==> src/rtl/rc_pkg.sv <==
package rc_pkg;

  typedef enum logic [1:0] {
    RC_DOR        = 2'd0,
    RC_WEST_FIRST = 2'd1,
    RC_NORTH_LAST = 2'd2,
    RC_NEG_FIRST  = 2'd3
  } rc_mode_e;

  localparam int P_E = 0;
  localparam int P_W = 1;
  localparam int P_N = 2;
  localparam int P_S = 3;
  localparam int P_L = 4;

  localparam int NUM_DIRS  = 4;
  localparam int NUM_PORTS = NUM_DIRS + 1;

endpackage

==> src/rtl/rc_productive.sv <==
module rc_productive
  import rc_pkg::*;
#(
  parameter int X_W = 4,
  parameter int Y_W = 4
) (
  input  logic [X_W-1:0]      cur_x,
  input  logic [Y_W-1:0]      cur_y,
  input  logic [X_W-1:0]      dst_x,
  input  logic [Y_W-1:0]      dst_y,
  output logic [NUM_DIRS-1:0] need
);

  always_comb begin
    need      = '0;
    need[P_E] = dst_x > cur_x;
    need[P_W] = dst_x < cur_x;
    need[P_N] = dst_y > cur_y;
    need[P_S] = dst_y < cur_y;
  end

endmodule

==> src/rtl/rc_turn_filter.sv <==
module rc_turn_filter
  import rc_pkg::*;
(
  input  rc_mode_e            mode,
  input  logic [NUM_DIRS-1:0] need,
  output logic [NUM_DIRS-1:0] legal
);

  logic need_x;
  logic need_neg;
  logic [NUM_DIRS-1:0] pos_mask;
  logic [NUM_DIRS-1:0] neg_mask;

  always_comb begin
    need_x   = need[P_E] | need[P_W];
    need_neg = need[P_W] | need[P_S];
    pos_mask = '0;
    pos_mask[P_E] = 1'b1;
    pos_mask[P_N] = 1'b1;
    neg_mask = ~pos_mask;
  end

  always_comb begin
    legal = '0;
    unique case (mode)
      RC_DOR: begin
        if (need_x) begin
          legal[P_E] = need[P_E];
          legal[P_W] = need[P_W];
        end else begin
          legal[P_N] = need[P_N];
          legal[P_S] = need[P_S];
        end
      end
      RC_WEST_FIRST: begin
        if (need[P_W]) legal[P_W] = 1'b1;
        else           legal = need;
      end
      RC_NORTH_LAST: begin
        legal = need;
        if (need[P_E] | need[P_W] | need[P_S]) legal[P_N] = 1'b0;
      end
      RC_NEG_FIRST: begin
        if (need_neg) legal = need & neg_mask;
        else          legal = need & pos_mask;
      end
      default: legal = '0;
    endcase
  end

endmodule

==> src/rtl/rc_select.sv <==
module rc_select
  import rc_pkg::*;
#(
  parameter int HINT_W = 4
) (
  input  logic [NUM_DIRS-1:0]        legal,
  input  logic [NUM_DIRS*HINT_W-1:0] hint,
  output logic [NUM_PORTS-1:0]       port
);

  logic [HINT_W-1:0] free_q [NUM_DIRS];

  for (genvar d = 0; d < NUM_DIRS; d++) begin : g_unpack
    assign free_q[d] = hint[d*HINT_W +: HINT_W];
  end

  logic has_x, has_y;
  logic [HINT_W-1:0] fx, fy;
  logic pick_x;

  always_comb begin
    has_x  = legal[P_E] | legal[P_W];
    has_y  = legal[P_N] | legal[P_S];
    fx     = legal[P_E] ? free_q[P_E] : free_q[P_W];
    fy     = legal[P_N] ? free_q[P_N] : free_q[P_S];
    pick_x = has_x && (!has_y || (fx >= fy));
    port   = '0;
    if (pick_x) begin
      if (legal[P_E]) port[P_E] = 1'b1;
      else            port[P_W] = 1'b1;
    end else if (has_y) begin
      if (legal[P_N]) port[P_N] = 1'b1;
      else            port[P_S] = 1'b1;
    end else begin
      port[P_L] = 1'b1;
    end
  end

endmodule

==> src/rtl/rc_turn_route.sv <==
module rc_turn_route
  import rc_pkg::*;
#(
  parameter int X_W    = 4,
  parameter int Y_W    = 4,
  parameter int HINT_W = 4
) (
  input  logic                        clk,
  input  logic                        rst_n,
  input  logic [1:0]                  mode,
  input  logic [X_W-1:0]              my_x,
  input  logic [Y_W-1:0]              my_y,
  input  logic [NUM_DIRS*HINT_W-1:0]  hint,
  input  logic                        hd_valid,
  output logic                        hd_ready,
  input  logic [X_W-1:0]              hd_dst_x,
  input  logic [Y_W-1:0]              hd_dst_y,
  output logic                        route_valid,
  input  logic                        route_ready,
  output logic [NUM_PORTS-1:0]        route_port
);

  localparam logic [NUM_PORTS-1:0] LOCAL_ONEHOT = NUM_PORTS'(1) << P_L;

  logic [NUM_DIRS-1:0]  need;
  logic [NUM_DIRS-1:0]  legal;
  logic [NUM_PORTS-1:0] port_next;
  logic [NUM_PORTS-1:0] route_q;
  logic                 valid_q;
  logic                 accept;
  rc_mode_e             mode_e;

  assign mode_e = rc_mode_e'(mode);

  rc_productive #(.X_W(X_W), .Y_W(Y_W)) u_prod (
    .cur_x (my_x),
    .cur_y (my_y),
    .dst_x (hd_dst_x),
    .dst_y (hd_dst_y),
    .need  (need)
  );

  rc_turn_filter u_filt (
    .mode  (mode_e),
    .need  (need),
    .legal (legal)
  );

  rc_select #(.HINT_W(HINT_W)) u_sel (
    .legal (legal),
    .hint  (hint),
    .port  (port_next)
  );

  assign hd_ready = !valid_q;
  assign accept   = hd_valid && hd_ready;

  always_ff @(posedge clk) begin
    if (!rst_n) begin
      valid_q <= 1'b0;
      route_q <= '0;
    end else if (accept) begin
      valid_q <= 1'b1;
      route_q <= port_next;
    end else if (valid_q && route_ready) begin
      valid_q <= 1'b0;
      route_q <= '0;
    end
  end

  assign route_valid = valid_q;
  assign route_port  = route_q;

  // one-hot while held, zero while idle
  p_onehot_r2: assert property (@(posedge clk) disable iff (!rst_n)
    route_valid |-> $onehot(route_port));
  p_idle_zero_r2: assert property (@(posedge clk) disable iff (!rst_n)
    !route_valid |-> (route_port == '0));

  // held result under back-pressure
  p_hold_r3: assert property (@(posedge clk) disable iff (!rst_n)
    (route_valid && !route_ready) |=> (route_valid && $stable(route_port)));

  // release
  p_release_r4: assert property (@(posedge clk) disable iff (!rst_n)
    (route_valid && route_ready) |=> !route_valid);

  // local ejection
  p_local_r5: assert property (@(posedge clk) disable iff (!rst_n)
    (accept && hd_dst_x == my_x && hd_dst_y == my_y) |=> (route_port == LOCAL_ONEHOT));

  // dimension order resolves X first
  p_dor_x_first_r6: assert property (@(posedge clk) disable iff (!rst_n)
    (accept && mode_e == RC_DOR && hd_dst_x != my_x) |=> (route_port[P_E] || route_port[P_W]));

  // west-first
  p_west_first_r7: assert property (@(posedge clk) disable iff (!rst_n)
    (accept && mode_e == RC_WEST_FIRST && hd_dst_x < my_x) |=> route_port[P_W]);

  // north-last
  p_north_last_r8: assert property (@(posedge clk) disable iff (!rst_n)
    (accept && mode_e == RC_NORTH_LAST && (hd_dst_x != my_x || hd_dst_y < my_y))
      |=> !route_port[P_N]);

  // negative-first
  p_neg_first_r9: assert property (@(posedge clk) disable iff (!rst_n)
    (accept && mode_e == RC_NEG_FIRST && (hd_dst_x < my_x || hd_dst_y < my_y))
      |=> (route_port[P_W] || route_port[P_S]));

  // minimal routing
  p_minimal_r10: assert property (@(posedge clk) disable iff (!rst_n)
    accept |=> ((!route_port[P_E] || $past(hd_dst_x) > $past(my_x)) &&
                (!route_port[P_W] || $past(hd_dst_x) < $past(my_x)) &&
                (!route_port[P_N] || $past(hd_dst_y) > $past(my_y)) &&
                (!route_port[P_S] || $past(hd_dst_y) < $past(my_y))));

  // the selector only picks a direction the turn filter allows
  p_pick_legal_r10: assert property (@(posedge clk) disable iff (!rst_n)
    hd_valid |-> ((port_next[NUM_DIRS-1:0] & ~legal) == '0));

endmodule

==> config.mk <==
export PLATFORM = sky130hd
export DESIGN_NAME = rc_turn_route
export DESIGN_NICKNAME = d
export VERILOG_FILES = /design/src/rtl/rc_pkg.sv /design/src/rtl/rc_productive.sv /design/src/rtl/rc_turn_filter.sv /design/src/rtl/rc_select.sv /design/src/rtl/rc_turn_route.sv
export SDC_FILE = /design/constraint.sdc
export NUM_CORES = 1
export LEC_CHECK = 0
export CORE_ASPECT_RATIO = 0.6
export CORE_MARGIN = 1.5
export CORE_UTILIZATION = 34
export CTS_BUF_LIST = sky130_fd_sc_hd__clkbuf_4 sky130_fd_sc_hd__clkbuf_8
export DETAILED_ROUTE_END_ITERATION = 6
export HOLD_SLACK_MARGIN = 0.02
export PLACE_DENSITY = 0.77
export SETUP_SLACK_MARGIN = 0.02
export SLEW_MARGIN = 20
export SYNTH_ARGS = -nofsm -noshare
export SYNTH_HDL_FRONTEND = slang
export SYNTH_HIERARCHICAL = 1
export SYNTH_SLANG_ARGS = --single-unit
==> constraint.sdc <==
create_clock -name clk -period 3.2 [get_ports clk]
set_input_delay 0.64 -clock clk [delete_from_list [all_inputs] [get_ports clk]]
set_output_delay 0.64 -clock clk [all_outputs]
set_load 0.005 [all_outputs]
# [Yosys cells after proc, flatten, opt, wreduce, memory -nomap -nowiden]
# Cells that the tools add are included.
[op_classes] eq_ne=3 n_reduce_logical=8 n_lt_le_gt_ge=5 n_mux=22 bitwise=5
[op_table] operator="$pmux 4 s4" count=1
[op_table] operator="$mux 4" count=3
[op_table] operator="$mux 1" count=10
[op_table] operator="$mux 2" count=5
[op_table] operator="$mux 5" count=2
[op_table] operator="$gt 4x4->1" count=2
[op_table] operator="$lt 4x4->1" count=2
[op_table] operator="$or 1x1->1" count=5
[op_table] operator="$eq 2x2->1 const B" count=2
[op_table] operator="$ge 4x4->1" count=1
[op_table] operator="$logic_and 1x1->1" count=3
[op_table] operator="$mux 3" count=1
[op_table] operator="$eq 2x1->1 const B" count=1
[op_table] operator="$logic_not 1->1" count=2
[op_table] operator="$logic_not 2->1" count=1
[op_table] operator="$reduce_bool 2->1" count=1
[op_table] operator="$logic_or 1x1->1" count=1
[totals] regBits=6 out_inout_bits=7 word_cells=45 input_bits=38

# [Depth between registers and ports, before layout]
# Gate-level depths: netlist (run 1).
[depth] depth_word=11 depth_mapped=15

# [Modules after synthesis]
# The synthesis (run 1) kept the hierarchy.
[modules_own_cells] module="rc_turn_route" cells_per_inst=27 area_per_inst_um2=234.0 seq_area_each_um2=120.1 n_inst=1
[modules_own_cells] module="rc_select" cells_per_inst=26 area_per_inst_um2=232.7 seq_area_each_um2=0.0 n_inst=1
[modules_own_cells] module="rc_productive" cells_per_inst=30 area_per_inst_um2=227.7 seq_area_each_um2=0.0 n_inst=1
[modules_own_cells] module="rc_turn_filter" cells_per_inst=8 area_per_inst_um2=51.3 seq_area_each_um2=0.0 n_inst=1

# [Worst setup path after synthesis (run 1)]
# No wires, ideal clock.
[synth_timing] path_type="input port to flip-flop" from="in my_y[3]" to="reg route_q[1] (netlist: route_port[1])" slack_ns=0.108 stages=15 arrival_ns=2.971 required_ns=3.078 setup_ns=0.122 cell_sequence="inv_1 ha_1 nand2_1 o21bai_1 and2_1 a21oi_2 o21a_1 clkbuf_1 mux2_2 ha_1 o211ai_1 o211ai_2 and3b_1 nand2_1 o22ai_1"
[synth_via] elab_chain_cells=10 elab_cells_between_ends=20 classes_between="3 x order compare; 10 x mux; 4 x bitwise; 3 x reduce/logical"
[synth_rtl] element="start: declaration" line="rc_turn_route.sv:12" text="input logic [Y_W-1:0] my_y,"
[synth_rtl] element="$lt 4x4->1 *" line="rc_productive.sv:19" text="need[P_S] = dst_y < cur_y;"
[synth_rtl] element="via need[3]" line="rc_turn_route.sv:25" text="logic [NUM_DIRS-1:0] need;"
[synth_rtl] element="$or 1x1->1 *" line="rc_turn_filter.sv:16" text="need_neg = need[P_W] | need[P_S];"
[synth_rtl] element="$mux 4 *" line="rc_turn_filter.sv:44" text="if (need_neg) legal = need & neg_mask;"
[synth_rtl] element="$pmux 4 s4 *" line="rc_turn_filter.sv:25" text="unique case (mode)"
[synth_rtl] element="via legal[0]" line="rc_turn_route.sv:26" text="logic [NUM_DIRS-1:0] legal;"
[synth_rtl] element="$mux 4" line="rc_select.sv:24" text="fx = legal[P_E] ? free_q[P_E] : free_q[P_W];"
[synth_rtl] element="$ge 4x4->1" line="rc_select.sv:26" text="pick_x = has_x && (!has_y || (fx >= fy));"
[synth_rtl] element="$logic_or 1x1->1" line="rc_select.sv:26"
[synth_rtl] element="$logic_and 1x1->1" line="rc_select.sv:26"
[synth_rtl] element="$mux 2 *" line="rc_select.sv:28" text="if (pick_x) begin"
[synth_rtl] element="via port_next[1]" line="rc_turn_route.sv:27" text="logic [NUM_PORTS-1:0] port_next;"
[synth_rtl] element="$mux 5 *" line="rc_turn_route.sv:62" text="end else if (accept) begin"
[synth_rtl] element="end signal: assignment" line="rc_turn_route.sv:64" text="route_q <= port_next;"
[synth_rtl] element="end: declaration" line="rc_turn_route.sv:28" text="logic [NUM_PORTS-1:0] route_q;"
# Mark *: on every way through the listed nets, which the timed path passes. The rest lies on a longest branch.
# A chain may end at the register's enable or synchronous reset.

# [Final worst setup path (run 1)]
[layout_timing] from="in hd_dst_y[1]" to="reg route_q[2] (netlist: route_port[2])"
[layout_via] elab_chain_cells=10 elab_cells_between_ends=21 classes_between="3 x order compare; 11 x mux; 4 x bitwise; 3 x reduce/logical"
[layout_rtl] element="start: declaration" line="rc_turn_route.sv:17" text="input logic [Y_W-1:0] hd_dst_y,"
[layout_rtl] element="$lt 4x4->1 *" line="rc_productive.sv:19"
[layout_rtl] element="via need[3]" line="rc_turn_route.sv:25"
[layout_rtl] element="$or 1x1->1, on equally long branches" line="rc_turn_filter.sv:16, rc_turn_filter.sv:41"
[layout_rtl] element="$mux 4 / $mux 1 (equally long branches)" line="rc_turn_filter.sv:44, rc_turn_filter.sv:41"
[layout_rtl] element="$pmux 4 s4 *" line="rc_turn_filter.sv:25"
[layout_rtl] element="via legal[2]" line="rc_turn_route.sv:26"
[layout_rtl] element="$mux 4 / $or 1x1->1 (equally long branches)" line="rc_select.sv:25, rc_select.sv:23"
[layout_rtl] element="$ge 4x4->1 / $logic_not 1->1 (equally long branches)" line="rc_select.sv:26"
[layout_rtl] element="$logic_or 1x1->1" line="rc_select.sv:26"
[layout_rtl] element="$logic_and 1x1->1" line="rc_select.sv:26"
[layout_rtl] element="$mux 3 *" line="rc_select.sv:28"
[layout_rtl] element="via port_next[2]" line="rc_turn_route.sv:27"
[layout_rtl] element="$mux 5 *" line="rc_turn_route.sv:62"
# Marked as above.

==> results of run 1 <==
power groups by stage:
stage,Combinational (uW),Sequential (uW),Clock [uW]
final,249,83.2,78.7
after global routing,271,83.4,83.7
after CTS,215,82.9,79.2
after detailed placement,184,84.5,0
after global placement,178,84.0,0
after floorplan,97.7,84.4,0
placed cells by master, fill, tap and decap left out, drive strengths merged:
| cell | synthesis | layout |
|---|---|---|
| and3b | 1 | 1 |
| mux2i | 4 | 4 |
| a21boi | 1 | 1 |
| nor3b | 1 | 1 |
| o211ai | 2 | 2 |
| ha | 12 | 12 |
| clkdlybuf4s50 | 0 | 28 |
| or2b | 1 | 1 |
| and3 | 1 | 1 |
| clkbuf | 2 | 3 |
| dfxtp | 6 | 6 |
| mux2 | 5 | 5 |
| and2 | 3 | 3 |
| dlymetal6s2s | 0 | 2 |
| o22ai | 5 | 5 |
| o21a | 1 | 1 |
| inv | 10 | 10 |
| a21oi | 5 | 5 |
| nand2b | 2 | 2 |
| nor2 | 1 | 1 |
| buf | 2 | 10 |
| a22o | 1 | 1 |
| o21bai | 2 | 2 |
| clkdlybuf4s15 | 0 | 4 |
| dlygate4sd2 | 0 | 10 |
| nand2 | 15 | 15 |
| or2 | 2 | 2 |
| a2bb2oi | 2 | 2 |
| o211a | 1 | 1 |
| nor2b | 3 | 3 |
logic make-up (layout without fill, tap and decap cells):
group | after synthesis | count (layout) | synth area share [%]
AOI/OAI and AO/OA | 20 | 20 | 19.63
adders and majority gates | 12 | 12 | 20.13
buffers and inverters | 14 | 67 | 8.222
DFF | 6 | 6 | 16.11
muxes | 9 | 9 | 13.42
and+or+nand+nor | 30 | 30 | 22.48
worst max-delay path by stage:
| stage | start | cells after the start | to | slack [ns] |
|---|---|---|---|---|
| 2_1_floorplan | my_y[3] | 15 | route_port[1]$_SDFFE_PN0P_ | 0.11 |
| 4_1_cts | my_y[0] | 14 | route_port[1]$_SDFFE_PN0P_ | 0.02 |
| 3_3_place_gp | my_y[3] | 15 | route_port[1]$_SDFFE_PN0P_ | -0.36 |
| 5_1_grt | hd_dst_y[1] | 15 | route_port[2]$_SDFFE_PN0P_ | -0.08 |
| 3_5_place_dp | my_y[3] | 15 | route_port[1]$_SDFFE_PN0P_ | -0.50 |
| 6_report | hd_dst_y[1] | 15 | route_port[2]$_SDFFE_PN0P_ | 0.06 |
Yosys cell counts, types with 2 or more instances:
cell       count
a2bb2oi_1      2
nor2b_4        2
dfxtp_1        6
o21bai_1       2
ha_1          12
inv_1         10
clkbuf_1       2
nand2_1       15
mux2_2         4
a21oi_1        4
or2_1          2
nand2b_1       2
mux2i_1        4
and2_1         3
o22ai_1        5
per-stage QoR:
stage               std cells  total power (uW)  hold WS, ns  setup slack [ns]
finish                    172             411.2       0.4828           0.05623
global route              172             437.9       0.4953          -0.07557
CTS                       172             377.3       0.4785           0.02190
detailed placement        166             268.3       0.4709           -0.4964
global placement          166             261.7       0.4585           -0.3625
floorplan                  91             182.1       0.4626            0.1076
metal layers:
layer / wire [um] / up-vias
met1: 1103 / 427
met4: 87 / 0
met5: 0 / -
li1: - / 422
met3: 197 / 10
met2: 1365 / 50
what timing repair did:
| item | CTS | global route |
|---|---|---|
| pin swaps | 17 | 12 |
| setup buffers | 3 | 0 |
| gates resized for setup | 38 | 18 |
| setup endpoints to repair | 4 | 4 |
| hold buffers | 0 | 0 |
critical path, stage by stage:
cell and delay [ns]:
clkdlybuf4s15_1 0.22, ha_4 0.30, nor2b_4 0.17, o21bai_4 0.08, and2_4 0.15, a21oi_4 0.16, and3_4 0.22, buf_8 0.13
mux2i_4 0.24, ha_4 0.22, o211ai_1 0.21, o211ai_2 0.15, a21boi_1 0.19, nand2_1 0.08, o22ai_1 0.16
state kept, by name, summed over array words and instances (netlist names):
| register | cells |
|---|---|
| route_valid | 1 |
| route_port | 5 |
layout make-up:
class | instances | area [um^2]
Tap cell | 28 | 35.03
Clock buffer | 3 | 22.52
Timing Repair Buffer | 54 | 515.5
Fill cell | 149 | 452.9
Sequential cell | 6 | 120.1
Multi-Input combinational cell | 71 | 768.2
Inverter | 10 | 37.54
==> flow_summary_export.csv, run 1 <==
group,metric,value,unit
logic_synthesis,ys_warn_count,6,
clock_tree,clk_pin_slew,0.05,ns
status,outcome,"completed",
power_and_ir_drop,switchingPower,140.2,uW
routing,drc,0,
job,drv_cap,0,
worst_hold_path,hold_path_end,"route_port[3]$_SDFFE_PN0P_",
critical_path,crit_path_end_kind,"flip-flop",
finish,design_area,1499,um^2
critical_path,r2r_cells,2,
logic_synthesis,ys_async_sr_fraction,0,%
floorplan,num_io_pins,45,
logic_synthesis,synth_edf_count,0,
floorplan,core-area,1952,um^2
logic_synthesis,ys_top_cells_by_area,"ha_1 20%, dfxtp_1 16%, nand2_1 7.6%, mux2_2 6.0%, mux2i_1 5.4%",
clock_tree,cts_tree,"yes",
global_routing,grt_pass1_wl,3.836,mm
timing,period_needed,3.144,ns
floorplan,initial_core_util,38.21,%
routing,drt_iter0_markers,28,
global_routing,grt_busiest_layer,"met2",
global_routing,grt_max_degree,12,
clock_tree,clockBufferDepth,2,
critical_path,worstReg2RegEnd,"route_port[4]$_SDFFE_PN0P_",
critical_path,arrival,3.33,ns
logic_synthesis,synth_top_area_share,20.13,%
logic_synthesis,postSynthNetCount,141,
global_routing,use_met3,5.172,%
power_and_ir_drop,p_leak,0.0006349,uW
power_and_ir_drop,internal_power,271.0,uW
placement,place_congestion,0.8143,
logic_synthesis,avgSynthCellArea,8.195,um^2
timing,skew,0.002449,ns
floorplan,die_w,63.46,um
power_and_ir_drop,max-vdd-ir-drop,0.0001530,V
power_and_ir_drop,share_comb_of_total_power,60.6,%
logic_synthesis,yosys.area.top_type,"ha_1",
logic_synthesis,synth-seq-cells,6,
finish,fin_nets,196,
timing,fmaxAchievable,318.1,MHz
finish,syn_to_final_growth,101.0,%
critical_path,crit_type,"in -> reg",
critical_path,worst_setup_path_start_kind,"input pin",
routing,drt_wl_total,2.754,mm
clock_tree,cts_root_buf,"clkbuf_4",
floorplan,rows,12,
routing,routedWlPerCell,16.01,um
logic_synthesis,synth_seq_area_share,16.11,%
worst_hold_path,hold_path.class,"reg -> reg",
global_routing,grt_use_total,20.61,%
clock_tree,clkLatencyLatePin,0.26,ns
finish,drive_gt1_share,32.64,%
floorplan,fp.dieH,39.28,um
timing,report.final.slew_viol_count,0,
timing,tightest_slew,0.4160,ns
logic_synthesis,synth_cells,91,
global_routing,met2_usage,37.89,%
floorplan,die-area,2492,um^2
worst_hold_path,hp-start,"route_port[3]$_SDFFE_PN0P_",
critical_path,required,3.39,ns
timing,timing.final.crit_share,98.24,%
timing,finalSetupViolations,0,
routing,firstDrtPassIters,4,
power_and_ir_drop,swShare,34.09,%
critical_path,path_max_fanout,6,
routing,vias,909,
global_routing,met1_usage,23.89,%
routing,vias_per_cell,5.285,
timing,slew_headroom,72.18,%
worst_hold_path,hold_depth,2,
routing,ant_nets,0,
timing,setup-tns-final,0,ns
timing,finalHoldViolations,0,
power_and_ir_drop,power_frac_clock,19.1,%
clock_tree,htree_levels,1,
finish,antenna_cells,0,
clock_tree,cts_buffers,3,
logic_synthesis,dominantRegCellSynth,"dfxtp_1",
logic_synthesis,syn_area,745.7,um^2
placement,place_area,1250,um^2
global_routing,antenna_found_initial,0,
logic_synthesis,yosys.cell_types.count,31,
global_routing,grt_overflow_total,0,
clock_tree,cts_num_sinks,6,
critical_path,rr_startpoint,"route_valid$_SDFFE_PN0P_",
placement,port_buffers,44,
power_and_ir_drop,power_density,274.3,nW/um^2
finish,final_core_util,76.79,%
placement,hpwl,1.765,mm
power_and_ir_drop,power.share.sequential,20.2,%
global_routing,grt_pass1_vias,855,
critical_path,reg2reg_slack,2.22,ns
Note: power is estimated with default switching activity, not from simulation.
==> run 2: changes to the inputs <==
--- a/config.mk
+++ b/config.mk
@@ -5,16 +5,13 @@
 export SDC_FILE = /design/constraint.sdc
 export NUM_CORES = 1
 export LEC_CHECK = 0
-export CORE_ASPECT_RATIO = 0.6
-export CORE_MARGIN = 1.5
-export CORE_UTILIZATION = 34
+export CORE_UTILIZATION = 33
 export CTS_BUF_LIST = sky130_fd_sc_hd__clkbuf_4 sky130_fd_sc_hd__clkbuf_8
 export DETAILED_ROUTE_END_ITERATION = 6
 export HOLD_SLACK_MARGIN = 0.02
-export PLACE_DENSITY = 0.77
+export PLACE_DENSITY = 0.78
 export SETUP_SLACK_MARGIN = 0.02
 export SLEW_MARGIN = 20
 export SYNTH_ARGS = -nofsm -noshare
 export SYNTH_HDL_FRONTEND = slang
-export SYNTH_HIERARCHICAL = 1
 export SYNTH_SLANG_ARGS = --single-unit
==> run 2 against run 1 <==
Worst hold slack lost 0.025 ns. Global-route usage grew 6.9 points. Total power decreased by 0.17%. Cell area grew 2.3%. Largest power group unchanged.
==> flow_summary_export.csv, run 2 <==
group,metric,value,unit
global_routing,grt_pass1_wl,4.291,mm
critical_path,arrival,3.19,ns
logic_synthesis,postSynthNetCount,134,
clock_tree,cts_root_buf,"clkbuf_4",
logic_synthesis,synth_edf_count,0,
power_and_ir_drop,max-vdd-ir-drop,0.0001460,V
routing,ant_nets,0,
timing,timing.final.crit_share,95.85,%
logic_synthesis,yosys.cell_types.count,32,
routing,routedWlPerCell,15.11,um
floorplan,fp.dieH,47.46,um
clock_tree,clk_pin_slew,0.04,ns
global_routing,grt_max_degree,6,
placement,hpwl,1.574,mm
logic_synthesis,avgSynthCellArea,8.118,um^2
timing,report.final.slew_viol_count,0,
routing,drt_iter0_markers,10,
floorplan,initial_core_util,35.12,%
critical_path,r2r_cells,5,
logic_synthesis,synth_cells,84,
logic_synthesis,dominantRegCellSynth,"dfxtp_1",
critical_path,path_max_fanout,3,
status,outcome,"completed",
clock_tree,htree_levels,1,
finish,drive_gt1_share,42.00,%
critical_path,rr_startpoint,"route_valid$_SDFFE_PN0P_",
routing,vias,913,
power_and_ir_drop,power_density,267.8,nW/um^2
logic_synthesis,ys_warn_count,0,
placement,place_congestion,0.8438,
global_routing,antenna_found_initial,0,
finish,antenna_cells,0,
finish,n_fill_cell,119,
timing,finalSetupViolations,0,
logic_synthesis,ys_async_sr_fraction,0,%
critical_path,crit_path_end_kind,"flip-flop",
critical_path,startpoint,"hd_dst_x[1]",
floorplan,rows,16,
finish,instances_no_fill,177,
logic_synthesis,synth-seq-cells,6,
floorplan,die_w,47.46,um
clock_tree,cts_num_sinks,6,
routing,drt_wl_total,2.675,mm
logic_synthesis,ys_top_cells_by_area,"ha_1 22%, dfxtp_1 18%, inv_1 6.1%, mux2i_1 5.9%, nand2_1 5.5%",
logic_synthesis,syn_area,681.9,um^2
routing,vias_per_cell,5.158,
timing,skew,0.007721,ns
timing,slew_headroom,62.65,%
timing,fmaxAchievable,326.0,MHz
logic_synthesis,synth.most_common_cell,"ha_1",
placement,port_buffers,44,
finish,final_cell_mix,"29 x clkdlybuf4s50_1, 20 x buf_4, 15 x dlygate4sd2_1",
finish,final_core_util,78.93,%
job,drv_cap,0,
timing,finalHoldViolations,0,
timing,whs,0.4578,ns
clock_tree,clockBufferDepth,2,
critical_path,worstReg2RegEnd,"route_port[3]$_SDFFE_PN0P_",
global_routing,grt_use_total,27.47,%
finish,final_common_cell,"clkdlybuf4s50_1",
finish,fin_nets,202,
worst_hold_path,hold_path.class,"reg -> reg",
critical_path,worstSetupEndpoint,"route_port[0]$_SDFFE_PN0P_",
finish,largest_register_ffs,5,
floorplan,die-area,2252,um^2
placement,placed_cells,161,
clock_tree,cts_tree,"yes",
timing,tightest_slew,0.5532,ns
global_routing,grt_pass1_vias,932,
timing,period_needed,3.067,ns
routing,firstDrtPassIters,6,
logic_synthesis,synth_top_area_share,22.02,%
logic_synthesis,synth_seq_area_share,17.61,%
clock_tree,cts_buffers,3,
clock_tree,clkLatencyLatePin,0.25,ns
critical_path,crit_type,"in -> reg",
floorplan,num_io_pins,45,
critical_path,worst_setup_path_start_kind,"input pin",
logic_synthesis,ys_top_cells_by_count,"12 x ha_1, 11 x inv_1, 10 x nand2_1",
critical_path,required,3.33,ns
critical_path,reg2reg_slack,1.87,ns
logic_synthesis,yosys.area.top_type,"ha_1",
global_routing,grt_overflow_total,0,
power_and_ir_drop,p_leak,0.0006685,uW
finish,syn_to_final_growth,124.8,%
floorplan,core-area,1942,um^2
power_and_ir_drop,p_total,410.5,uW
timing,rsz0062_at_grt,"true",
routing,drc,0,
==> run 2: cells by family (layout without fill, tap and decap cells) <==
group,Yosys count,in the layout,synth area share (%)
AO/OA/AOI/OAI,23,23,23.30
multiplexers,8,8,13.03
adder cells (fa/ha/maj),12,12,22.02
buffers and inverters,12,78,7.706
flip-flops,6,6,17.62
AND/OR/NAND/NOR,23,23,16.33
==> run 2: power by group <==
part	internal (uW)	switching (uW)	leakage, uW	total (uW)
clock	42.7	31.5	0.0000138	74.2
sequential	79.4	3.25	0.0000489	82.7
combinational	150	103	0.000606	254
total	272	138	0.000668	410
==> run 2: critical path: stages <==
cell and delay [ns]:
dlygate4sd2_1 0.26, ha_4 0.29, nand2b_4 0.06, a21oi_4 0.17
o22ai_2 0.11, buf_4 0.14, buf_4 0.13, buf_4 0.13
buf_4 0.12, buf_4 0.12, buf_4 0.12, buf_4 0.12
buf_4 0.12, buf_4 0.12, buf_4 0.12, buf_4 0.12
o22ai_2 0.21, a21oi_1 0.09
==> run 2: routing by layer <==
| metal | wire length (um) | GRT usage, % | share of wire [%] | up-vias |
|---|---|---|---|---|
| met5 | 0 | 0 | 0 | - |
| met4 | 42 | 9.714 | 1.6 | 0 |
| met3 | 135 | 3.019 | 5.0 | 6 |
| met2 | 1420 | 49.86 | 53 | 40 |
| met1 | 1077 | 33.18 | 40 | 431 |
| li1 | - | - | - | 436 |
==> run 2: worst min path at each step <==
stage | from | end | depth (start not counted)
after floorplan | route_port[2]$_SDFFE_PN0P_ | route_port[2]$_SDFFE_PN0P_ | 2
after global routing | route_port[2]$_SDFFE_PN0P_ | route_port[2]$_SDFFE_PN0P_ | 2
final | route_port[4]$_SDFFE_PN0P_ | route_port[4]$_SDFFE_PN0P_ | 2
after detailed placement | route_port[4]$_SDFFE_PN0P_ | route_port[4]$_SDFFE_PN0P_ | 2
after global placement | route_port[4]$_SDFFE_PN0P_ | route_port[4]$_SDFFE_PN0P_ | 2
after CTS | route_port[4]$_SDFFE_PN0P_ | route_port[4]$_SDFFE_PN0P_ | 2
==> run 2: area by class of cell <==
class	count	area, um^2	share of cell area [%]
Tap cell	27	33.78	2.204
Timing Repair Buffer	64	571.8	37.31
Sequential cell	6	120.1	7.837
Clock buffer	3	22.52	1.469
Multi-Input combinational cell	66	743.2	48.49
Inverter	11	41.29	2.694
==> run 2: what timing repair did <==
item | in CTS | in global routing
resized for setup | 56 | 3
setup endpoints to repair | 4 | 5
hold buffers | 0 | 0
pin swaps | 20 | 6
buffers inserted | 13 | 0
endpoints found under the hold margin | 0 | 0
==> run 2: through the flow <==
stage / instance area (um^2) / setup slack (ns) / TNS, ns
detailed placement: 1197 / -0.5428 / -1.848
global route: 1533 / 0.00002931 / 0
global placement: 1197 / -0.4228 / -1.440
floorplan: 681.9 / 0.08069 / 0
finish: 1533 / 0.1327 / 0
CTS: 1520 / 0.02369 / 0
==> run 3: changes to the inputs <==
--- a/config.mk
+++ b/config.mk
@@ -5,11 +5,14 @@
 export SDC_FILE = /design/constraint.sdc
 export NUM_CORES = 1
 export LEC_CHECK = 0
-export CORE_UTILIZATION = 33
+export CORE_AREA = 3 3 40 42
 export CTS_BUF_LIST = sky130_fd_sc_hd__clkbuf_4 sky130_fd_sc_hd__clkbuf_8
 export DETAILED_ROUTE_END_ITERATION = 6
+export DIE_AREA = 0 0 43 45
+export DONT_BUFFER_PORTS = 1
+export GPL_TIMING_DRIVEN = 1
 export HOLD_SLACK_MARGIN = 0.02
-export PLACE_DENSITY = 0.78
+export PLACE_DENSITY = 0.69
 export SETUP_SLACK_MARGIN = 0.02
 export SLEW_MARGIN = 20
 export SYNTH_ARGS = -nofsm -noshare
==> run 3 against run 2 <==
Critical path depth is 5 lower. First-iteration DRC count decreased by 80%. Count of clock-buffer cells in the layout is the same. Via count decreased by 32%. Flip-flop and latch count is the same. Highest routed layer is now met3.
==> flow_summary_export.csv, run 3 (synthesized netlist as in run 2, its figures left out) <==
group,metric,value,unit
status,outcome,"completed",
timing,timing.final.crit_share,92.65,%
global_routing,grt_use_total,13.00,%
timing,finalSetupViolations,0,
finish,fin_nets,143,
finish,final_cell_mix,"12 x ha_1, 11 x inv_1, 10 x nand2_1",
timing,fmaxAchievable,337.3,MHz
power_and_ir_drop,power_density,333.9,nW/um^2
timing,finalHoldViolations,0,
routing,vias,623,
clock_tree,cts_tree,"yes",
critical_path,crit_path_end_kind,"flip-flop",
placement,hpwl,1.220,mm
clock_tree,cts_num_sinks,6,
critical_path,slowest_stage,"o32a_1",
critical_path,worstReg2RegEnd,"route_port[3]$_SDFFE_PN0P_",
clock_tree,postCtsHoldBufs,0,
clock_tree,cts_resized,0,
floorplan,fp.dieH,45,um
critical_path,crit_type,"in -> reg",
worst_hold_path,hold_depth,2,
floorplan,rows,13,
clock_tree,cts_setup_buffers,0,
critical_path,arrival,3.11,ns
routing,drt_iter0_markers,2,
finish,instances_no_fill,106,
critical_path,startpoint,"my_y[1]",
finish,final_common_cell,"ha_1",
placement,place_congestion,0.7221,
clock_tree,htree_levels,1,
clock_tree,cts_buffers,3,
floorplan,die_w,43,um
clock_tree,clockBufferDepth,2,
floorplan,num_io_pins,45,
routing,firstDrtPassIters,2,
routing,routedWlPerCell,12.32,um
critical_path,rr_startpoint,"route_valid$_SDFFE_PN0P_",
global_routing,grt_overflow_total,0,
critical_path,reg2reg_slack,1.88,ns
finish,antenna_cells,0,
clock_tree,clk_pin_slew,0.04,ns
placement,placed_cells,103,
finish,drive_gt1_share,15.38,%
global_routing,grt_pass1_vias,524,
finish,n_fill_cell,146,
routing,ant_nets,0,
timing,period_needed,2.965,ns
power_and_ir_drop,max-vdd-ir-drop,0.0001793,V
placement,pre_cts_slack,-0.01668,ns
floorplan,die-area,1935,um^2
timing,rsz0062_at_grt,"false",
global_routing,grt_pass1_wl,1.911,mm
clock_tree,clkLatencyLatePin,0.24,ns
routing,vias_per_cell,5.877,
finish,design_area,749.5,um^2
global_routing,antenna_found_initial,0,
placement,port_buffers,0,
finish,largest_register_ffs,5,
routing,drc,0,
routing,drt_wl_total,1.306,mm
job,drv_cap,0,
timing,setup_ws,0.2353,ns
finish,final_core_util,58.33,%
timing,tightest_slew,0.5097,ns
critical_path,required,3.35,ns
critical_path,r2r_cells,5,
clock_tree,cts_root_buf,"clkbuf_4",
critical_path,path_common_cell,"ha_1",
worst_hold_path,hold_path.class,"reg -> reg",
floorplan,initial_core_util,53.07,%
floorplan,core-area,1285,um^2
timing,whs,0.4797,ns
placement,place_area,726.9,um^2
timing,report.final.slew_viol_count,0,
global_routing,grt_max_degree,6,
finish,syn_to_final_growth,9.908,%
critical_path,path_max_fanout,3,
critical_path,cpPeakStageDelay,0.33,ns
critical_path,cp_cell_sequence,"inv_1, ha_1, nor2b_1, o21bai_1, o2bb2ai_1, or2_1, mux2_4, ha_1, nand2b_1, a21oi_1, o21ai_0, o32a_1, o31ai_1",
timing,skew,0.0007537,ns
power_and_ir_drop,p_leak,0.0003870,uW
timing,slew_headroom,65.59,%
critical_path,worst_setup_path_start_kind,"input pin",
critical_path,worstSetupEndpoint,"route_port[3]$_SDFFE_PN0P_",
run 3: report_power, final:
part / switching, uW / internal, uW / leakage (uW) / total (uW)
Clock: 23.9 / 42.2 / 0.0000138 / 66.0
Combinational: 49.0 / 51.6 / 0.000324 / 101
Sequential: 3.88 / 79.7 / 0.0000489 / 83.6
run 3: worst max-delay path, delay by kind of cell:
kind,cells,cell delay (ns)
buffers and inverters,1,0.02
AOI/OAI and AO/OA,6,1.15
and+or+nand+nor,3,0.43
muxes,1,0.31
adders and majority gates,2,0.55
run 3: metrics by stage:
step | TNS (ns) | power (uW)
2_1_floorplan | 0 | 161.9
3_3_place_gp | 0 | 183.6
3_5_place_dp | -0.01668 | 186.4
4_1_cts | 0 | 254.4
5_1_grt | 0 | 273.2
6_report | 0 | 250.2
run 3: layer usage:
layer | track usage [%] | up-vias | wire length [um]
met3 | 5.179 | 0 | 105
li1 | - | 322 | -
met5 | 0 | - | 0
met4 | 3.614 | 0 | 0
met2 | 24.85 | 30 | 667
met1 | 13.04 | 271 | 532
run 3: cell type report:
type	count	area [um^2]	share of cell area [%]
Multi-Input combinational cell	66	509.2	67.95
Clock buffer	3	22.52	3.005
Timing Repair Buffer	5	37.54	5.008
Sequential cell	6	120.1	16.03
Tap cell	15	18.77	2.504
Inverter	11	41.29	5.509
run 3: worst min-delay path by stage:
| stage | from | end | slack, ns |
|---|---|---|---|
| after detailed placement | route_port[3]$_SDFFE_PN0P_ | route_port[3]$_SDFFE_PN0P_ | 0.48 |
| after global placement | route_port[4]$_SDFFE_PN0P_ | route_port[4]$_SDFFE_PN0P_ | 0.48 |
| after global routing | route_port[3]$_SDFFE_PN0P_ | route_port[3]$_SDFFE_PN0P_ | 0.50 |
| after CTS | route_port[3]$_SDFFE_PN0P_ | route_port[3]$_SDFFE_PN0P_ | 0.48 |
| after floorplan | route_port[2]$_SDFFE_PN0P_ | route_port[2]$_SDFFE_PN0P_ | 0.45 |
| final | route_port[3]$_SDFFE_PN0P_ | route_port[3]$_SDFFE_PN0P_ | 0.48 |
